`config.mk`:
```
export PLATFORM = sky130hd
export DESIGN_NAME = xon_xoff_inserter
export DESIGN_NICKNAME = d
export VERILOG_FILES = /design/src/rtl/flowctl_pkg.sv /design/src/rtl/fill_watch.sv /design/src/rtl/burst_seq.sv /design/src/rtl/char_pick.sv /design/src/rtl/xon_xoff_inserter.sv
export SDC_FILE = /design/constraint.sdc
export NUM_CORES = 1
export LEC_CHECK = 0
export ABC_AREA = 1
export CELL_PAD_IN_SITES_DETAIL_PLACEMENT = 0
export CELL_PAD_IN_SITES_GLOBAL_PLACEMENT = 1
export CORE_MARGIN = 2
export CORE_UTILIZATION = 19
export DETAILED_ROUTE_END_ITERATION = 16
export PLACE_DENSITY = 0.81
export SYNTH_ARGS = -nofsm -noshare
export SYNTH_HDL_FRONTEND = slang
export SYNTH_SLANG_ARGS = --single-unit
```
`constraint.sdc`:
```
create_clock -name clk -period 1.76 [get_ports clk]
set_input_delay 0.352 -clock clk [delete_from_list [all_inputs] [get_ports clk]]
set_output_delay 0.352 -clock clk [all_outputs]
set_load 0.005 [all_outputs]
```
`src/rtl/flowctl_pkg.sv`:
```
// Package: shared types for the software flow-control character inserter.
// Assumes characters are 8 bits wide and word lengths range from 5 to 8 bits.
package flowctl_pkg;

    localparam int CHAR_W = 8;

    typedef enum logic [1:0] {
        BURST_IDLE   = 2'd0,
        BURST_FIRST  = 2'd1,
        BURST_SECOND = 2'd2
    } burst_state_t;

    typedef enum logic {
        KIND_GO   = 1'b0,
        KIND_STOP = 1'b1
    } ctl_kind_t;

    localparam logic [1:0] MODE_NONE = 2'b00;
    localparam logic [1:0] MODE_PAIR2 = 2'b01;
    localparam logic [1:0] MODE_PAIR1 = 2'b10;
    localparam logic [1:0] MODE_BOTH = 2'b11;

    // Mask keeping the low 5..8 bits: code 00 -> 5 bits, 11 -> 8 bits.
    function automatic logic [CHAR_W-1:0] word_mask(input logic [1:0] code);
        return {CHAR_W{1'b1}} >> (2'd3 - code);
    endfunction

endpackage

```
`src/rtl/fill_watch.sv`:
```
// fill_watch: compares the receive FIFO level against the halt and resume
// thresholds. Each threshold is given in units of 2**SCALE_LOG2 entries.
// Assumes the level and thresholds are stable, synchronous inputs.
module fill_watch #(
    parameter int LVL_W      = 7,
    parameter int THR_W      = 4,
    parameter int SCALE_LOG2 = 2
) (
    input  logic [LVL_W-1:0] rx_level,
    input  logic [THR_W-1:0] halt_thr,
    input  logic [THR_W-1:0] resume_thr,
    output logic             over_halt,
    output logic             at_resume
);
    localparam int THR_SCALED_W = THR_W + SCALE_LOG2;
    localparam int CMP_W = (LVL_W > THR_SCALED_W) ? LVL_W : THR_SCALED_W;

    logic [CMP_W-1:0] level_x;
    logic [CMP_W-1:0] halt_x;
    logic [CMP_W-1:0] resume_x;

    // Widen all operands to a common width and scale the thresholds.
    always_comb begin
        level_x  = CMP_W'(rx_level);
        halt_x   = CMP_W'({halt_thr, {SCALE_LOG2{1'b0}}});
        resume_x = CMP_W'({resume_thr, {SCALE_LOG2{1'b0}}});
    end

    // Strictly above halt; at or below resume.
    always_comb begin
        over_halt = level_x > halt_x;
        at_resume = level_x <= resume_x;
    end
endmodule

```
`src/rtl/burst_seq.sv`:
```
// burst_seq: decides when a stop or go burst starts, and steps a burst
// through its two characters on the serializer handshake. It keeps the
// stop-outstanding flag and the mode captured at the start of the stop burst.
// Assumes flow_active already combines the enable bit and a non-zero mode.
module burst_seq
    import flowctl_pkg::*;
(
    input  logic       clk,
    input  logic       rst_n,
    input  logic       flow_active,
    input  logic [1:0] tx_mode,
    input  logic       over_halt,
    input  logic       at_resume,
    input  logic       ctl_ready,
    output logic       ctl_valid,
    output logic       second_char,
    output ctl_kind_t  kind_q,
    output logic [1:0] mode_q,
    output logic       stop_sent
);
    burst_state_t state_q;
    logic         start_stop;
    logic         start_go;

    // Burst start conditions; only evaluated while no burst is in flight.
    always_comb begin
        start_stop = (state_q == BURST_IDLE) && flow_active && !stop_sent && over_halt;
        start_go   = (state_q == BURST_IDLE) && stop_sent && (!flow_active || at_resume);
    end

    // Burst state, character kind, captured mode and outstanding flag.
    always_ff @(posedge clk) begin
        if (!rst_n) begin
            state_q   <= BURST_IDLE;
            kind_q    <= KIND_GO;
            mode_q    <= MODE_NONE;
            stop_sent <= 1'b0;
        end else begin
            case (state_q)
                BURST_IDLE: begin
                    if (start_stop) begin
                        state_q   <= BURST_FIRST;
                        kind_q    <= KIND_STOP;
                        mode_q    <= tx_mode;
                        stop_sent <= 1'b1;
                    end else if (start_go) begin
                        state_q   <= BURST_FIRST;
                        kind_q    <= KIND_GO;
                        stop_sent <= 1'b0;
                    end
                end
                BURST_FIRST: begin
                    if (ctl_ready) state_q <= BURST_SECOND;
                end
                BURST_SECOND: begin
                    if (ctl_ready) state_q <= BURST_IDLE;
                end
                default: state_q <= BURST_IDLE;
            endcase
        end
    end

    // Decoded handshake outputs.
    always_comb begin
        ctl_valid   = (state_q != BURST_IDLE);
        second_char = (state_q == BURST_SECOND);
    end


    burst_two_chk: assert property (@(posedge clk) disable iff (!rst_n)
        (second_char && ctl_ready) |=> !ctl_valid);


    stop_cause_chk: assert property (@(posedge clk) disable iff (!rst_n)
        $rose(stop_sent) |-> ($past(over_halt) && $past(flow_active)));


    go_needs_stop_chk: assert property (@(posedge clk) disable iff (!rst_n)
        $fell(stop_sent) |-> (ctl_valid && kind_q == KIND_GO));


    quiet_chk: assert property (@(posedge clk) disable iff (!rst_n)
        (!ctl_valid && !flow_active && !stop_sent) |=> !ctl_valid);
endmodule

```
`src/rtl/char_pick.sv`:
```
// char_pick: chooses the character for the current burst position, based
// on the burst kind and the captured mode, then trims it to the word length.
// Assumes the mode is non-zero while a burst is in flight.
module char_pick
    import flowctl_pkg::*;
(
    input  ctl_kind_t         kind_q,
    input  logic [1:0]        mode_q,
    input  logic              second_char,
    input  logic              ctl_valid,
    input  logic [CHAR_W-1:0] xon1,
    input  logic [CHAR_W-1:0] xon2,
    input  logic [CHAR_W-1:0] xoff1,
    input  logic [CHAR_W-1:0] xoff2,
    input  logic [1:0]        word_len,
    output logic [CHAR_W-1:0] ctl_char
);
    logic              use_pair2;
    logic [CHAR_W-1:0] raw_char;
    logic [CHAR_W-1:0] keep_mask;

    // Pick pair one or pair two for this burst position.
    always_comb begin
        case (mode_q)
            MODE_PAIR2: use_pair2 = 1'b1;
            MODE_BOTH:  use_pair2 = second_char;
            default:    use_pair2 = 1'b0;
        endcase
    end

    // Select the raw character and trim it to the word width.
    always_comb begin
        if (kind_q == KIND_STOP) raw_char = use_pair2 ? xoff2 : xoff1;
        else                     raw_char = use_pair2 ? xon2 : xon1;
        keep_mask = word_mask(word_len);
        ctl_char  = raw_char & keep_mask;
    end


    width_trim_chk: assert property (@(posedge ctl_valid)
        (word_len == 2'b00) |-> (ctl_char[CHAR_W-1:5] == '0));
endmodule

```
`src/rtl/xon_xoff_inserter.sv`:
```
// xon_xoff_inserter: top of the software flow-control character inserter.
// Raises a stop burst when the receive FIFO fills past the halt threshold and
// a go burst when it drains to the resume threshold or when flow control is
// switched off. The serializer gives ctl_valid priority over FIFO data at its
// next character boundary. Assumes hardware flow control is never enabled
// at the same time.
module xon_xoff_inserter
    import flowctl_pkg::*;
#(
    parameter int LVL_W      = 7,
    parameter int THR_W      = 4,
    parameter int SCALE_LOG2 = 2
) (
    input  logic              clk,
    input  logic              rst_n,
    input  logic              sw_fc_en,
    input  logic [1:0]        tx_mode,
    input  logic [LVL_W-1:0]  rx_level,
    input  logic [THR_W-1:0]  halt_thr,
    input  logic [THR_W-1:0]  resume_thr,
    input  logic [CHAR_W-1:0] xon1,
    input  logic [CHAR_W-1:0] xon2,
    input  logic [CHAR_W-1:0] xoff1,
    input  logic [CHAR_W-1:0] xoff2,
    input  logic [1:0]        word_len,
    input  logic              ctl_ready,
    output logic              ctl_valid,
    output logic [CHAR_W-1:0] ctl_char
);
    logic       over_halt;
    logic       at_resume;
    logic       flow_active;
    logic       second_char;
    ctl_kind_t  kind_q;
    logic [1:0] mode_q;
    logic       stop_sent;

    // Flow control counts as active only with the enable set and a mode chosen.
    always_comb flow_active = sw_fc_en && (tx_mode != MODE_NONE);

    fill_watch #(
        .LVL_W(LVL_W), .THR_W(THR_W), .SCALE_LOG2(SCALE_LOG2)
    ) u_watch (
        .rx_level(rx_level), .halt_thr(halt_thr), .resume_thr(resume_thr),
        .over_halt(over_halt), .at_resume(at_resume)
    );

    burst_seq u_seq (
        .clk(clk), .rst_n(rst_n), .flow_active(flow_active), .tx_mode(tx_mode),
        .over_halt(over_halt), .at_resume(at_resume), .ctl_ready(ctl_ready),
        .ctl_valid(ctl_valid), .second_char(second_char), .kind_q(kind_q),
        .mode_q(mode_q), .stop_sent(stop_sent)
    );

    char_pick u_pick (
        .kind_q(kind_q), .mode_q(mode_q), .second_char(second_char),
        .ctl_valid(ctl_valid), .xon1(xon1), .xon2(xon2), .xoff1(xoff1),
        .xoff2(xoff2), .word_len(word_len), .ctl_char(ctl_char)
    );


    hold_until_taken_chk: assert property (@(posedge clk) disable iff (!rst_n)
        (ctl_valid && !ctl_ready) |=> (ctl_valid && $stable(ctl_char)));


    reset_quiet_chk: assert property (@(posedge clk)
        $rose(rst_n) |-> !ctl_valid);
endmodule

```
==> flow_summary.ini, run 1 <==
[die]
core-area_mm2 = 0.003971
pin_count = 64
dieHeight_um = 68
rows = 23
dieWidth_um = 68
initial_core_util_pct = 19.60
dieArea_mm2 = 0.004624

[drt]
drt-total-wl_mm = 2.608
routedWlPerCell_um = 9.731
via_per_inst = 4.093
drcViolationCount = 0
vias = 1097
drt_first_pass_iters = 3
drt_iter0_markers = 24
drtAntennaViolNets = 0

[cts]
cts_tree = done
cts_htree_levels = 1
root_buffer = clkbuf_8
clk_pin_slew_ps = 30
cts.hold.buffers_added = 0
cts_sinks = 5
ctsLongestPathBuffers = 2
clkLatencyLatePin_ps = 220
cts_buffers = 3

[power_and_ir_drop]
leakage_nw = 0.7910
power_density_mw_per_mm2 = 468.4
max-vdd-ir-drop_uv = 616.9

[grt]
antenna_found_initial = 0
grt_usage_pct = 10.91
grt_pass1_vias = 994
grt_max_degree = 14
globalRoute.totalOverflow = 0
grt_pass1_wl_mm = 3.981

[run]
maxCapViolCount = 0

[setup_path]
critPathCaptureType = output pin
path_class = register to output pin
crit_arrival_ps = 1450
critPathMaxFanout = 5
crit_required_ps = 1410
start_kind = register

[placed_design]
gp_congestion = 0.7676
pre_cts_ws_ps = -288.8
port_buffers = 63
dpl.hpwl_mm = 2.028

[sta]
finalSetupTns_ps = -59.92
hold_viol_final = 0
finalCritPeriodShare_pct = 102.4
maxSlewHeadroom_pct = 83.39
rsz0062_at_grt = true
timing.hold.ws_ps = 478.5
clock_skew_ps = 2.035
max_slew.worst_pin.slew_ps = 246.6
finalSetupViolations = 2
period_needed_ps = 1802
report.final.slew_viol_count = 0
fin_ws_ps = -42.01
timing.fmax_mhz = 554.9

[final_layout]
drive_gt1_share_pct = 24.31
num_antenna_cells = 0
final_cell_mix = clkdlybuf4s50_1 (52), nand2_1 (24), nor2_1 (23), inv_1 (21), buf_4 (14)
final_nets = 282
areaGrowthSynthToFinish_pct = 110.1
final_common_cell = clkdlybuf4s50_1

[synthesis]
ys_top_cells_by_area = nor2_1 (13%), dfxtp_1 (13%), ha_1 (13%), nand2_1 (12%), inv_1 (10%)
ys_ff_latch = 5
synth_cell_type_count = 22
seq_area_frac_synth_pct = 12.86
yosys_warnings = 0
synth_largest_area_cell = nor2_1
postSynthCellCount = 137
synth_nets = 200
syn_avg_cell_area_um2 = 5.681
synth.cell_area_um2 = 778.2
synth_top_area_share_pct = 13.02

[run_status]
violations = setup timing
run_status = finished with violations

[min_path]
hold_path.class = register to register
## metrics by stage
stage	cells	power [mW]	cell area (um^2)	util (%)
floorplan	137	0.3115	778.2	-
global placement	256	0.5419	1508	37.96
detailed placement	256	0.5446	1508	37.96
CTS	265	0.7599	1587	39.95
global route	268	0.8389	1635	41.18
finish	268	0.7659	1635	41.18
## layer usage
layer / part of all wire (%) / vias up / GRT usage (%) / wire, um
met4: 0 / 0 / 1.500 / 0
met3: 7.7 / 0 / 3.125 / 200
met2: 49 / 33 / 19.42 / 1278
li1: - / 601 / - / -
met5: 0 / - / 0 / 0
met1: 43 / 463 / 13.22 / 1128
## path summary, 6_finish.rpt
check | startpoint | to | slack (ps) | cells past startpoint
worst max-delay path | u_seq.state_q[1] | ctl_char[6] | -40 | 9
worst min-delay path | u_seq.mode_q[1] | u_seq.mode_q[1] | 480 | 2
worst max register to register | u_seq.state_q[1] | u_seq.stop_sent | 450 | 10
worst min register to register | u_seq.mode_q[1] | u_seq.mode_q[1] | 480 | 2
## power by group
part	total, mW	internal, mW	switching, mW
clock	0.205	0.155	0.0500
combinational	0.428	0.250	0.178
sequential	0.133	0.126	0.00737
total	0.766	0.531	0.235
## repair_timing
action,CTS,global route
endpoints found under the setup margin,8,11
setup buffers,5,2
gates cloned,0,1
gates resized for setup,44,10
pin swaps,4,10
## state kept, by name, summed over array words and instances (netlist names)
name	count
u_seq.mode_q	2
u_seq.state_q	2
u_seq.stop_sent	1
## logic make-up (layout without fill, tap and decap cells)
group,after synthesis,after routing,share of synthesized area [%]
adders and majority gates,8,8,12.86
and+or+nand+nor,62,62,32.64
AOI/OAI and AO/OA,33,33,24.60
buffers and inverters,29,110,17.04
DFF,5,5,12.86
## cell usage after synthesis (all sizes together)
master,n
nand3b,1
ha,8
o22ai,5
o21ai,17
a21boi,1
a21oi,9
a211oi,1
buf,4
dfxtp,5
nand2,27
inv,25
nand3,6
nor2,28
## critical path, stage by stage (launching register included)
cell      delay, ps
dfxtp_2         320
inv_2            40
o21ai_2         110
nand2_2          80
buf_6           140
buf_6           120
buf_4           130
o21ai_1         110
a21boi_1         70
buf_2           120
## area by class of cell
cell class / count / area [um^2]
timing repair buffer: 80 / 737.0
multi-input combinational: 103 / 581.8
sequential: 5 / 101.3
tap: 50 / 62.56
fill: 440 / 2336
timing repair inverter: 1 / 6.256
inverter: 25 / 101.3
clock buffer: 4 / 45.04
Power figures use the tool's default switching activity.
==> inputs of run 2 (changes only) <==
CELL_PAD_IN_SITES_GLOBAL_PLACEMENT = 2   (was 1)
CORE_UTILIZATION = 14   (was 19)
PLACE_DENSITY = 0.83   (was 0.81)
==> run 2 against run 1 <==
Effect of this change:
- the run still ends with setup timing left
- clock power rose by 4%
- highest routed layer is now met4
- via count rose by 0.55%
- first-iteration DRC count fell by 21%
- die area rose by 33%
- hold slack improved by 17 ps
- critical path depth rose by 1
- utilization fell by 10 points
- register-to-register slack improved by 50 ps
- power rose by 3.4%
- sequential power rose by 3%
- final cell count rose by 6.7%
- sequential cell count did not move
==> flow_summary.ini, run 2 (synthesis results as in run 1) <==
[run_status]
run_status = finished with violations
violations = setup timing

[drt]
via_per_inst = 3.857
drt_first_pass_iters = 2
drtAntennaViolNets = 0
drt-total-wl_mm = 2.819
routedWlPerCell_um = 9.857
drt_iter0_markers = 19
vias = 1103
drcViolationCount = 0

[die]
core-area_mm2 = 0.005439
rows = 27
dieWidth_um = 78.56
pin_count = 64
dieHeight_um = 78.56
initial_core_util_pct = 14.31
dieArea_mm2 = 0.006172

[setup_path]
cp_cell_sequence = inv_2 -> o21ai_2 -> nand2_4 -> clkinvlp_4 -> buf_6 -> nand2_2 -> nand2_1 -> nand2_1 -> a21oi_1 -> buf_2
critPathCaptureType = output pin
cpMaxStageDelayCell = dfxtp_2
crit_top_cell = nand2_1
start_kind = register
slowest_delay_ps = 320
path_class = register to output pin
critPathMaxFanout = 5
crit_arrival_ps = 1480
crit_required_ps = 1410

[power_and_ir_drop]
p_seq_share_pct = 17.3
power_density_mw_per_mm2 = 471.5
leakage_nw = 0.7570
p_switching_uw = 254.6
p_int_uw = 537.1
power_switching_share_pct = 32.16
clkPwrFrac_pct = 26.9
p_total_uw = 791.7
max-vdd-ir-drop_uv = 318.1
combPwrFrac_pct = 55.8

[cts]
cts_htree_levels = 1
root_buffer = clkbuf_8
cts_buffers = 3
cts_tree = done
cts_sinks = 5
clk_pin_slew_ps = 30
ctsLongestPathBuffers = 2
cts.hold.buffers_added = 0
clkLatencyLatePin_ps = 220

[final_layout]
final_nets = 278
final_common_cell = clkdlybuf4s50_1
fillerInstances = 603
final_cell_mix = clkdlybuf4s50_1 (54), nand2_1 (23), inv_1 (20), nor2_1 (20)
drive_gt1_share_pct = 26.17
fin_area_mm2 = 0.001679
final_cell_count_no_fill = 286
num_antenna_cells = 0
areaGrowthSynthToFinish_pct = 115.8
reg_top3 = u_seq.mode_q (2), u_seq.state_q (2), u_seq.stop_sent (1)

[min_path]
hold_path.class = register to register

[placed_design]
gp_congestion = 0.6972
place_area_mm2 = 0.001505
dp_cells = 274
pre_cts_ws_ps = -279.1
port_buffers = 63
dpl.hpwl_mm = 2.179

[sta]
hold_viol_final = 0
maxSlewHeadroom_pct = 80.55
finalSetupViolations = 6
report.final.slew_viol_count = 0
timing.fmax_mhz = 546.2
period_needed_ps = 1831
fin_ws_ps = -70.94
finalCritPeriodShare_pct = 104.0
clock_skew_ps = 0.9161
timing.hold.ws_ps = 495.6
rsz0062_at_grt = true
max_slew.worst_pin.slew_ps = 288.7

[grt]
antenna_found_initial = 0
grt_pass1_vias = 1095
grt_max_degree = 11
grt_pass1_wl_mm = 4.698
grt_usage_pct = 9.296
globalRoute.totalOverflow = 0

[run]
maxCapViolCount = 0
==> run 2: changes by cell type in the layout (fill, tap and decap cells not counted), sizes merged <==
cell,previous run,this run
inv,26,25
clkbuf,4,5
buf,25,20
dlymetal6s2s,3,1
clkdlybuf4s50,52,54
clkinvlp,0,1
==> run 2: power by group through the flow <==
stage | logic [mW] | registers [mW] | clock network [mW]
floorplan | 0.179 | 0.132 | 0
global placement | 0.399 | 0.136 | 0
detailed placement | 0.399 | 0.136 | 0
CTS | 0.442 | 0.136 | 0.218
global route | 0.495 | 0.139 | 0.231
finish | 0.441 | 0.137 | 0.213
==> run 2: timing repair <==
item,in CTS,in global routing
setup endpoints to repair,8,11
resized for setup,49,17
gates cloned,2,0
pin swaps,9,12
setup buffers,6,1
==> run 2: through the flow <==
step	util, %	TNS [ps]
2_1_floorplan	-	0
3_3_place_gp	27.67	-1958
3_5_place_dp	27.67	-2024
4_1_cts	30.53	-480.4
5_1_grt	30.87	-957.8
6_report	30.87	-269.3
==> run 2: worst max-delay path: cells and delay by family (launching register included) <==
| family | cells | cell delay, ps |
|---|---|---|
| AOI/OAI and AO/OA | 2 | 260 |
| buffers and inverters | 4 | 430 |
| DFF | 1 | 320 |
| and+or+nand+nor | 4 | 240 |
==> run 2: cell type report <==
cell class                 count  area [um^2]  area share (%)
inverter                      25        98.84           5.887
timing repair inverter         1        7.507          0.4471
timing repair buffer          76        725.7           43.22
sequential                     5        103.9           6.185
multi-input combinational    103        608.1           36.21
clock buffer                   4        45.04           2.683
tap                           72        90.09           5.365
==> run 2: worst paths after layout <==
kind                    start              end  slack [ps]  depth (start not counted)
min reg2reg   u_seq.mode_q[1]  u_seq.mode_q[1]         500                          2
min           u_seq.mode_q[1]  u_seq.mode_q[1]         500                          2
max reg2reg  u_seq.state_q[0]  u_seq.mode_q[0]         500                          9
max          u_seq.state_q[1]      ctl_char[5]         -70                         10
==> run 2: metal layers <==
| layer | vias to the layer above | wire (um) | GRT usage [%] |
|---|---|---|---|
| met2 | 38 | 1298 | 15.90 |
| met5 | - | 0 | 0 |
| met1 | 463 | 1295 | 11.83 |
| met3 | 4 | 208 | 1.724 |
| li1 | 598 | - | - |
| met4 | 0 | 17 | 2.632 |
